### config.mk
export PLATFORM = sky130hd
export DESIGN_NAME = sw_addsub
export DESIGN_NICKNAME = d
export VERILOG_FILES = /design/src/rtl/sw_addsub.sv
export SDC_FILE = /design/constraint.sdc
export NUM_CORES = 1
export LEC_CHECK = 0
export BUFFER_PORTS_ARGS = -buffer_cell sky130_fd_sc_hd__clkbuf_2
export CAP_MARGIN = 25
export CORE_MARGIN = 5
export CORE_UTILIZATION = 47
export CTS_BUF_LIST = sky130_fd_sc_hd__clkbuf_16
export DETAILED_ROUTE_END_ITERATION = 10
export PLACE_DENSITY_LB_ADDON = 0.05
export SYNTH_ARGS = -nofsm -noshare
export SYNTH_HDL_FRONTEND = slang
export SYNTH_SLANG_ARGS = --single-unit
export TNS_END_PERCENT = 30
### constraint.sdc
create_clock -name clk -period 0.8 [get_ports clk]
set_input_delay 0.24 -clock clk [delete_from_list [all_inputs] [get_ports clk]]
set_output_delay 0.24 -clock clk [all_outputs]
set_load 0.05 [all_outputs]
### src/rtl/sw_addsub.sv
module sw_addsub #(
  parameter int W     = 16,
  parameter bit THREE = 1'b0,
  localparam int OW   = THREE ? W + 2 : W + 1
) (
  input  logic          clk,
  input  logic          rst_n,
  input  logic [W-1:0]  op_a,
  input  logic [W-1:0]  op_b,
  input  logic [W-1:0]  op_c,
  input  logic          neg_a,
  input  logic          neg_b,
  input  logic          neg_c,
  output logic [OW-1:0] sum,
  output logic          err
);

  logic [OW-1:0] xa, xb, xc, nxt;
  logic          bad;

  // sign-extend, then invert when the operand is to be subtracted
  assign xa = OW'($signed(op_a)) ^ {OW{neg_a}};
  assign xb = OW'($signed(op_b)) ^ {OW{neg_b}};
  // the third port is fed zero when it is not in use
  assign xc = THREE ? (OW'($signed(op_c)) ^ {OW{neg_c}}) : '0;

  generate
    if (THREE) begin : g_three
      logic [OW-1:0] ps, maj, pc;
      logic [1:0]    corr;
      assign ps   = xa ^ xb ^ xc;
      assign maj  = (xa & xb) | (xa & xc) | (xb & xc);
      assign pc   = maj << 1;
      assign corr = 2'(neg_a) + 2'(neg_b) + 2'(neg_c);
      assign nxt  = ps + pc + OW'(corr);
      assign bad  = 1'b0;
    end else begin : g_two
      assign nxt = xa + xb + xc + OW'(neg_a | neg_b);
      assign bad = neg_a & neg_b;
    end
  endgenerate

  always_ff @(posedge clk or negedge rst_n) begin
    if (!rst_n) begin
      sum <= '0;
      err <= 1'b0;
    end else begin
      sum <= nxt;
      err <= bad;
    end
  end

endmodule

==> reports/metrics.cfg, run 1 <==
[placed_design]
post-place-ws_ns=-1.75
dp_hpwl_um=3890
gp_congestion=0.936
io_buffers=53

[synth]
ys_seq_area_frac=0.283
netlist_area_um2=1590
netlist.area_leader.share=0.283
synth_top_family_by_area=XOR/XNOR gates
avgSynthCellArea_um2=9.20
syn_nets=243
ys_ff_latch=18
synth_top_area_cell=dfrtp_1
yosys.area_share.simple=0.117
synthTopCellsByArea=dfrtp_1 28%, xor2_1 18%, ha_1 12%, a21oi_1 4.4%, xnor2_1 4.4%
synth_xor_area_frac=0.226
ys_types=36
synthAdderAreaFrac=0.143
synth_cells=173
synth_mux_area_frac=0.00629
synth-compound-area-share=0.193
yosysWarnings=0

[setup_path]
cp-start-kind=input port
crit_fanout=4
path_delay_family=adder cells
slowest_delay_ns=0.37
path_buf_inv=2
crit_type=in2reg
crit_required_ns=0.92
cp_cell_sequence=clkbuf_2 -> xnor2_2 -> fa_2 -> inv_2 -> fa_2 -> a21oi_4 -> nor2_2 -> nor4b_4 -> nor3_2 -> o31ai_1 -> a31oi_1
cp_slowest_cell=fa_2
end_kind=register
crit_top_cell=fa_2
cp.depth=11
worstPathArrival_ns=2.37

[clocking]
cts_made_buffers=3
clk_pin_slew_ns=0.06
cts_sinks=18
cts_root_buffer=clkbuf_16
clock_path_buffers=2
htreeDepth=1
cts_tree=done

[outcome]
outcome=finished, violations left
violations=negative hold slack, negative setup slack

[route]
postRouteAntennaNets=0
first_pass_iters=4
drcViolationCount=0
routed_wl_um=5840
vias_per_cell=5.52
vias=1801
drt-wirelength-per-cell_um=17.9
drt-initial-drc-count=117

[final_layout]
areaGrowthSynthToFinish_pct=81.1
multi_input_area_um2=1250
n_fill_cell=171
drive_gt1_frac=0.507
finalNetCount=351
diodes=0
final_core_util=0.871
seq_area_um2=450

[floorplan]
die_w_um=68.2
initial_utilization=0.481
core_um2=3310
num_rows=21
die_y_um=68.2
die-area_um2=4650
io_pins=71

[sta]
slew_viol_final=0
hold_viol=18
period_needed_ns=2.24
min_period_over_period=2.80
hold_slack_ns=-0.0759
tns_ns=-22.53
grt_setup_unrepaired=yes
fin_ws_ns=-1.44
setup-violations-final=35
max_freq_ghz=0.446
slew_headroom=0.698
worst_pin_slew_ns=0.454

[pwr]
total_power_mw=7.94
vdd_drop_max_mv=1.20
p_leak_nw=1.39
powerDensity_nw_per_um2=2760

[worst_hold_path]
hp-class=in2async

[global_route]
use_met3=0.0246
met1_usage=0.289
grt_pass1_vias=1796
grt_first_pass_wirelength_um=8270
grt_start_max_net_pins=19
track_usage=0.236
grt.overflow.total=0
grtUsageMet2=0.434
antenna_found_initial=0
busiest_layer=met2

[run]
drv_cap=0

sequential cells by signal, indices dropped and copies added (netlist names):
signal / count
err: 1
sum: 17
routing by layer:
layer	vias to the layer above	share of wire
met1	874	0.41
met3	20	0.055
li1	821	-
met2	86	0.50
met5	-	0
met4	0	0.035
final cells by class:
cell class | count | share of cell area
Sequential cell | 18 | 0.156
Clock inverter | 1 | 0.00130
Multi-Input combinational cell | 142 | 0.433
Clock buffer | 3 | 0.0260
Timing Repair Buffer | 108 | 0.353
Tap cell | 46 | 0.0200
Inverter | 8 | 0.0104
logic make-up after synthesis:
| kind of cell | count (synthesis) |
|---|---|
| fa+ha+maj | 17 |
| simple gates | 36 |
| mux | 1 |
| flops | 18 |
| compound gates | 47 |
| xor+xnor | 41 |
| buf+inv | 13 |
worst max-delay path by stage:
| stage | endpoint | start |
|---|---|---|
| floorplan | sum[14] | neg_a |
| global placement | sum[11] | neg_a |
| detailed placement | sum[15] | neg_a |
| CTS | sum[14] | op_a[0] |
| global route | sum[14] | op_a[0] |
| finish | sum[14] | op_b[0] |
cells in the final DEF (no fill, tap or decap), types with 3 or more instances in the layout:
cell type,count
buf_8,5
xor2_1,31
xnor2_1,6
ha_1,15
a21oi_1,7
nand3_1,3
nor3_1,4
inv_1,6
dfrtp_1,18
buf_12,15
buf_4,49
o21ai_0,4
o21a_1,4
nand2_1,8
nor2_1,8
a21o_1,4
clkbuf_2,32
clkbuf_16,4
buf_6,3
a21oi_2,6
synth_stat cells:
cell / number
fa_1: 2
o21a_1: 5
mux2i_1: 1
o21ai_1: 2
o311a_1: 1
buf_1: 1
ha_1: 15
nand3_1: 4
inv_1: 8
a211oi_1: 3
dfrtp_1: 18
xor2_1: 33
nor2b_1: 2
a21o_1: 4
o21ai_0: 7
o21bai_1: 1
nand2_1: 9
nand4_1: 2
clkbuf_1: 2
xnor2_1: 8
o22ai_1: 1
o311ai_0: 1
nor2_1: 11
nor4b_4: 1
a31oi_1: 1
a21oi_2: 1
o31ai_1: 2
a21oi_1: 14
a211oi_2: 1
nand2b_1: 1
a311oi_1: 2
buf_2: 2
nor3_2: 1
and2_1: 1
o31a_1: 1
nor3_1: 4
power breakdown:
| part | switching, mW | internal (mW) |
|---|---|---|
| clock network | 0.370 | 0.666 |
| registers | 0.291 | 1.25 |
| logic | 2.81 | 2.55 |
| total | 3.47 | 4.47 |
repair_timing:
| item | in CTS | in global routing |
|---|---|---|
| setup endpoints to repair | 36 | 36 |
| setup buffers | 5 | 6 |
| cloned | 1 | 0 |
| endpoints found under the hold margin | 18 | 18 |
| gates resized for setup | 36 | 16 |
| pin swaps | 28 | 13 |
metrics by stage:
stage	instances	instance area, um2
CTS	320	2780
finish	326	2880
global route	326	2880
detailed placement	310	2470
floorplan	173	1710
global placement	310	2470
(Power assumes the default switching activity.)
==> run 2: changes to the inputs <==
--- a/config.mk
+++ b/config.mk
@@ -5,6 +5,7 @@
 export SDC_FILE = /design/constraint.sdc
 export NUM_CORES = 1
 export LEC_CHECK = 0
+export ABC_CLOCK_PERIOD_IN_PS = 800
 export BUFFER_PORTS_ARGS = -buffer_cell sky130_fd_sc_hd__clkbuf_2
 export CAP_MARGIN = 25
 export CORE_MARGIN = 5
@@ -12,6 +13,7 @@
 export CTS_BUF_LIST = sky130_fd_sc_hd__clkbuf_16
 export DETAILED_ROUTE_END_ITERATION = 10
 export PLACE_DENSITY_LB_ADDON = 0.05
+export SKIP_CTS_REPAIR_TIMING = 1
 export SYNTH_ARGS = -nofsm -noshare
 export SYNTH_HDL_FRONTEND = slang
 export SYNTH_SLANG_ARGS = --single-unit
==> run 2 against run 1 <==
  * The flow still finishes with violations (negative hold slack, negative setup slack)
  * Clock power down 5%
  * First-iteration DRC count is 48% lower
  * Count of clock-buffer cells in the layout stayed put
  * Via count down 6.8%
  * Setup slack better by 0.095 ns
  * Critical endpoint is now sum[10]
  * Largest power group unchanged
==> reports/metrics.cfg, run 2 (same netlist as run 1, synthesis figures left out) <==
[placed_design]
dp_hpwl_um=3890  ; unchanged
dpl_cell_area_um2=2470  ; unchanged
gp_congestion=0.936  ; unchanged
io_buffers=53  ; unchanged
dp_cells=310  ; unchanged

[final_layout]
seq_area_um2=450  ; unchanged
multi_input_area_um2=1290  ; +3.0%
layout_commonest_cell=buf_4
reg_top3=sum x17, err x1
diodes=0  ; unchanged
final_core_util=0.856  ; -0.0151
final_cell_mix=45 x buf_4, 32 x clkbuf_2, 30 x xor2_1
n_fill_cell=183  ; +7.0%
regMostFlops=sum
final_area_um2=2830  ; -1.7%
largest_reg_flops=17  ; unchanged
final_cells=321  ; -1.5%
areaGrowthSynthToFinish_pct=78.0
drive_gt1_frac=0.524  ; +0.0165
finalNetCount=346  ; -1.4%

[global_route]
antenna_found_initial=0  ; unchanged
grt_pass1_vias=1715  ; -4.5%
grt.overflow.total=0  ; unchanged
grt_start_max_net_pins=19  ; unchanged
grt_first_pass_wirelength_um=7500  ; -9.3%
track_usage=0.211  ; -0.0247

[clocking]
cts_made_buffers=3  ; unchanged
cts_root_buffer=clkbuf_16
clk_pin_slew_ns=0.05  ; about the same
htreeDepth=1  ; unchanged
cts_tree=done
clock_path_buffers=2  ; unchanged
cts_sinks=18  ; unchanged

[worst_hold_path]
hp-class=in2async

[floorplan]
die-area_um2=4650  ; unchanged
core_um2=3310  ; unchanged
die_w_um=68.2  ; unchanged
initial_utilization=0.481  ; unchanged
die_y_um=68.2  ; unchanged
io_pins=71  ; unchanged
num_rows=21  ; unchanged

[setup_path]
crit_type=in2reg
slowest_delay_ns=0.39  ; +0.02 ns
crit_required_ns=0.93  ; about the same
worstPathArrival_ns=2.28  ; -0.09 ns
cp-start-kind=input port
crit_fanout=4  ; unchanged
cp_slowest_cell=fa_2
end_kind=register
cp_cell_sequence=buf_8 -> xnor2_4 -> fa_2 -> inv_2 -> fa_2 -> a21oi_4 -> nor2_4 -> nor4b_4 -> o21bai_1 -> a21oi_1 -> xnor2_1
crit_top_cell=fa_2

[route]
drt-wirelength-per-cell_um=15.9  ; -11%
drt-initial-drc-count=61  ; -48%
routed_wl_um=5120  ; -12%
vias=1679  ; -6.8%
vias_per_cell=5.23  ; -5.3%
drcViolationCount=0  ; unchanged
postRouteAntennaNets=0  ; unchanged
first_pass_iters=4  ; unchanged

[pwr]
p_leak_nw=1.36  ; -2.6%
powerDensity_nw_per_um2=2730  ; -1.1%
vdd_drop_max_mv=1.23  ; +2.3%

[sta]
worst_pin_slew_ns=0.434  ; -0.0193 ns
fin_ws_ns=-1.35  ; +0.0948 ns
hold_viol=18  ; unchanged
hold_slack_ns=-0.0789  ; -0.00295 ns
tns_ns=-21.42  ; +1.11 ns
grt_setup_unrepaired=yes
period_needed_ns=2.15  ; -0.0948 ns
slew_headroom=0.710  ; +0.0129
min_period_over_period=2.69  ; -0.118
setup-violations-final=35  ; unchanged
slew_viol_final=0  ; unchanged
max_freq_ghz=0.465  ; +4.4%

[outcome]
outcome=finished, violations left
violations=negative hold slack, negative setup slack

[run]
drv_cap=0  ; unchanged

## run 2: worst max-delay path, delay by kind of cell
kind	cells	cell delay [ns]
compound gates	3	0.50
xor+xnor	2	0.36
fa+ha+maj	2	0.63
buf+inv	2	0.14
simple gates	2	0.38
## run 2: layer usage
metal / wire length (um) / global-route usage / vias up
li1: - / - / 807
met1: 2060 / 0.279 / 794
met2: 2650 / 0.361 / 64
met3: 300 / 0.0230 / 14
met4: 110 / 0.0645 / 0
met5: 0 / 0 / -
## run 2: worst max path at each step
stage               slack (ns)  cells after the start      end     from
floorplan                -1.63                     12  sum[14]    neg_a
global placement         -1.66                     10  sum[11]    neg_a
detailed placement       -1.75                     11  sum[15]    neg_a
CTS                      -1.51                     11  sum[15]    neg_a
global route             -1.48                     11  sum[14]  op_a[0]
finish                   -1.35                     11  sum[10]  op_a[0]
## run 2: where the power goes
group	internal [mW]	switching, mW	total [mW]
combinational	2.45	2.78	5.22
clock	0.664	0.323	0.987
sequential	1.25	0.255	1.51
total	4.36	3.36	7.72
## run 2: layout make-up
class	instances	share of cell area
Inverter	8	0.0106
Clock buffer	3	0.0265
Sequential cell	18	0.159
Multi-Input combinational cell	142	0.454
Clock inverter	1	0.00133
Timing Repair Buffer	103	0.328
Tap cell	46	0.0203
## run 2: through the flow
stage / hold slack, ns / power [mW] / setup WS (ns)
after floorplan: -0.0556 / 3.98 / -1.63
after global placement: 0.185 / 5.98 / -1.66
after detailed placement: 0.199 / 6.10 / -1.75
after CTS: -0.0601 / 7.10 / -1.51
after global routing: -0.0311 / 8.09 / -1.48
final: -0.0789 / 7.72 / -1.35
==> run 3: changes to the inputs <==
--- a/config.mk
+++ b/config.mk
@@ -6,12 +6,13 @@
 export NUM_CORES = 1
 export LEC_CHECK = 0
 export ABC_CLOCK_PERIOD_IN_PS = 800
-export BUFFER_PORTS_ARGS = -buffer_cell sky130_fd_sc_hd__clkbuf_2
 export CAP_MARGIN = 25
 export CORE_MARGIN = 5
-export CORE_UTILIZATION = 47
+export CORE_UTILIZATION = 62
 export CTS_BUF_LIST = sky130_fd_sc_hd__clkbuf_16
 export DETAILED_ROUTE_END_ITERATION = 10
+export DONT_BUFFER_PORTS = 1
+export GPL_TIMING_DRIVEN = 0
 export PLACE_DENSITY_LB_ADDON = 0.05
 export SKIP_CTS_REPAIR_TIMING = 1
 export SYNTH_ARGS = -nofsm -noshare
==> run 3 against run 2 <==
  * The run ends with negative setup slack left
  * Global-route usage down 1.4 points
  * Maximum frequency down 8.3%
  * Combinational power down 63%
  * Sequential share of layout area up 6.7 points
  * Final area down 27%
  * Critical path type unchanged
  * Setup slack worse by 0.19 ns
  * Count of clock-buffer cells in the layout unchanged
  * Sequential power up 78%
==> reports/metrics.cfg, run 3 (same netlist as run 1, synthesis figures left out) <==
[setup_path]
crit_type=in2reg
crit_fanout=8  ; +4
cp-start-kind=input port
end_kind=register
worstPathArrival_ns=2.46  ; +0.18 ns
crit_required_ns=0.91  ; -0.02 ns

[route]
vias=1355  ; -19%
first_pass_iters=4  ; unchanged
routed_wl_um=3930  ; -23%
vias_per_cell=6.05  ; +16%
drt-initial-drc-count=62  ; +1.6%
drcViolationCount=0  ; unchanged
drt-wirelength-per-cell_um=17.6  ; +10%
postRouteAntennaNets=0  ; unchanged

[floorplan]
num_rows=18  ; -14%
io_pins=71  ; unchanged
die_w_um=60.7  ; -11%
core_um2=2480  ; -25%
die_y_um=60.7  ; -11%
initial_utilization=0.642  ; +0.162
die-area_um2=3680  ; -21%

[sta]
setup-violations-final=53  ; +51%
slew_headroom=0.474  ; -0.237
period_needed_ns=2.34  ; +0.194 ns
grt_setup_unrepaired=yes
hold_viol=0  ; -18
worst_pin_slew_ns=0.787  ; +0.352 ns
max_freq_ghz=0.427  ; -8.3%
min_period_over_period=2.93  ; +0.242
slew_viol_final=0  ; unchanged
fin_ws_ns=-1.54  ; -0.194 ns

[final_layout]
regMostFlops=sum
areaGrowthSynthToFinish_pct=30.2
final_core_util=0.836  ; -0.0193
reg_top3=sum x17, err x1
n_fill_cell=143  ; -22%
finalNetCount=265  ; -23%
final_cell_mix=31 x xor2_1, 16 x buf_4, 14 x dfrtp_2
layout_commonest_cell=xor2_1
diodes=0  ; unchanged
largest_reg_flops=17  ; unchanged
seq_area_um2=468  ; +3.9%
drive_gt1_frac=0.340  ; -0.183
multi_input_area_um2=1240  ; -3.3%

[clocking]
cts_root_buffer=clkbuf_16
clk_pin_slew_ns=0.05  ; about the same
cts_made_buffers=3  ; unchanged
htreeDepth=1  ; unchanged
clock_path_buffers=2  ; unchanged
cts_tree=done
cts_sinks=18  ; unchanged

[pwr]
swShare=0.498  ; +0.0632
vdd_drop_max_mv=1.88  ; +53%
power_switching_mw=2.81  ; -16%
total_power_mw=5.64  ; -27%
pwr-share-seq=0.476  ; +0.281
p_leak_nw=0.882  ; -35%
p_int_mw=2.83  ; -35%
clkPwrFrac=0.178  ; +0.050
pwr-share-comb=0.346  ; -0.331
powerDensity_nw_per_um2=2720  ; -0.18%

[run]
drv_cap=0  ; unchanged

[outcome]
violations=negative setup slack
outcome=finished, violations left

[global_route]
antenna_found_initial=0  ; unchanged
grt_first_pass_wirelength_um=5500  ; -27%
grt_pass1_vias=1287  ; -25%
track_usage=0.198  ; -0.0136
grt.overflow.total=0  ; unchanged
grt_start_max_net_pins=19  ; unchanged

[placed_design]
gp_congestion=0.793  ; -15%
dp_hpwl_um=2780  ; -29%
io_buffers=0  ; -100%

[worst_hold_path]
hp-class=in2reg

-- run 3: changes by cell type in the layout (fill, tap and decap cells not counted), sizes merged --
cell and change:
clkbuf -30, dlygate4sd3 +1, buf -52
-- run 3: through the flow --
stage	instance area, um2	setup TNS [ns]	worst slack (ns)	instances	hold WS (ns)
detailed placement	1750	-23.20	-1.87	203	-0.0552
floorplan	1710	-20.01	-1.63	173	-0.0556
global placement	1750	-22.49	-1.84	203	-0.0552
finish	2070	-26.19	-1.54	224	0.351
global route	2070	-30.11	-1.63	224	0.365
CTS	1830	-23.80	-1.60	207	-0.319
-- run 3: path summary, 6_finish.rpt --
check / start / end / slack (ns) / cells past startpoint
max in group asynchronous: rst_n / err / -0.26 / 1
worst min-delay path: op_b[0] / sum[0] / 0.35 / 3
worst max-delay path: neg_a / sum[12] / -1.54 / 13
min in group asynchronous: rst_n / sum[2] / 0.52 / 1
-- run 3: power groups by stage --
| stage | clock, mW | sequential, mW | combinational, mW |
|---|---|---|---|
| global placement | 0 | 2.63 | 1.61 |
| CTS | 0.997 | 2.63 | 1.68 |
| detailed placement | 0 | 2.65 | 1.66 |
| global route | 1.04 | 2.73 | 2.13 |
| finish | 1.00 | 2.69 | 1.95 |
| floorplan | 0 | 2.58 | 1.39 |
-- run 3: per-layer routing --
layer / track usage / share of wire
met5: 0 / 0
met4: 0.0898 / 0.011
met3: 0.0511 / 0.092
met2: 0.308 / 0.48
met1: 0.258 / 0.42
-- run 3: critical path: stages --
cell and delay (ns):
clkbuf_16 0.13, buf_12 0.14, xnor2_4 0.15, fa_2 0.25
inv_2 0.04, fa_2 0.39, a21oi_4 0.17, nor2_2 0.06
nor4b_4 0.31, buf_4 0.17, o31ai_1 0.05, a211oi_1 0.23
nor3_1 0.10
-- run 3: final cells by class --
class                           instances  area share
Sequential cell                        18       0.226
Inverter                                8      0.0145
Multi-Input combinational cell        142       0.600
Buffer                                  5      0.0405
Tap cell                               30      0.0181
Clock buffer                            3      0.0362
Clock inverter                          1     0.00181
Timing Repair Buffer                   17      0.0628
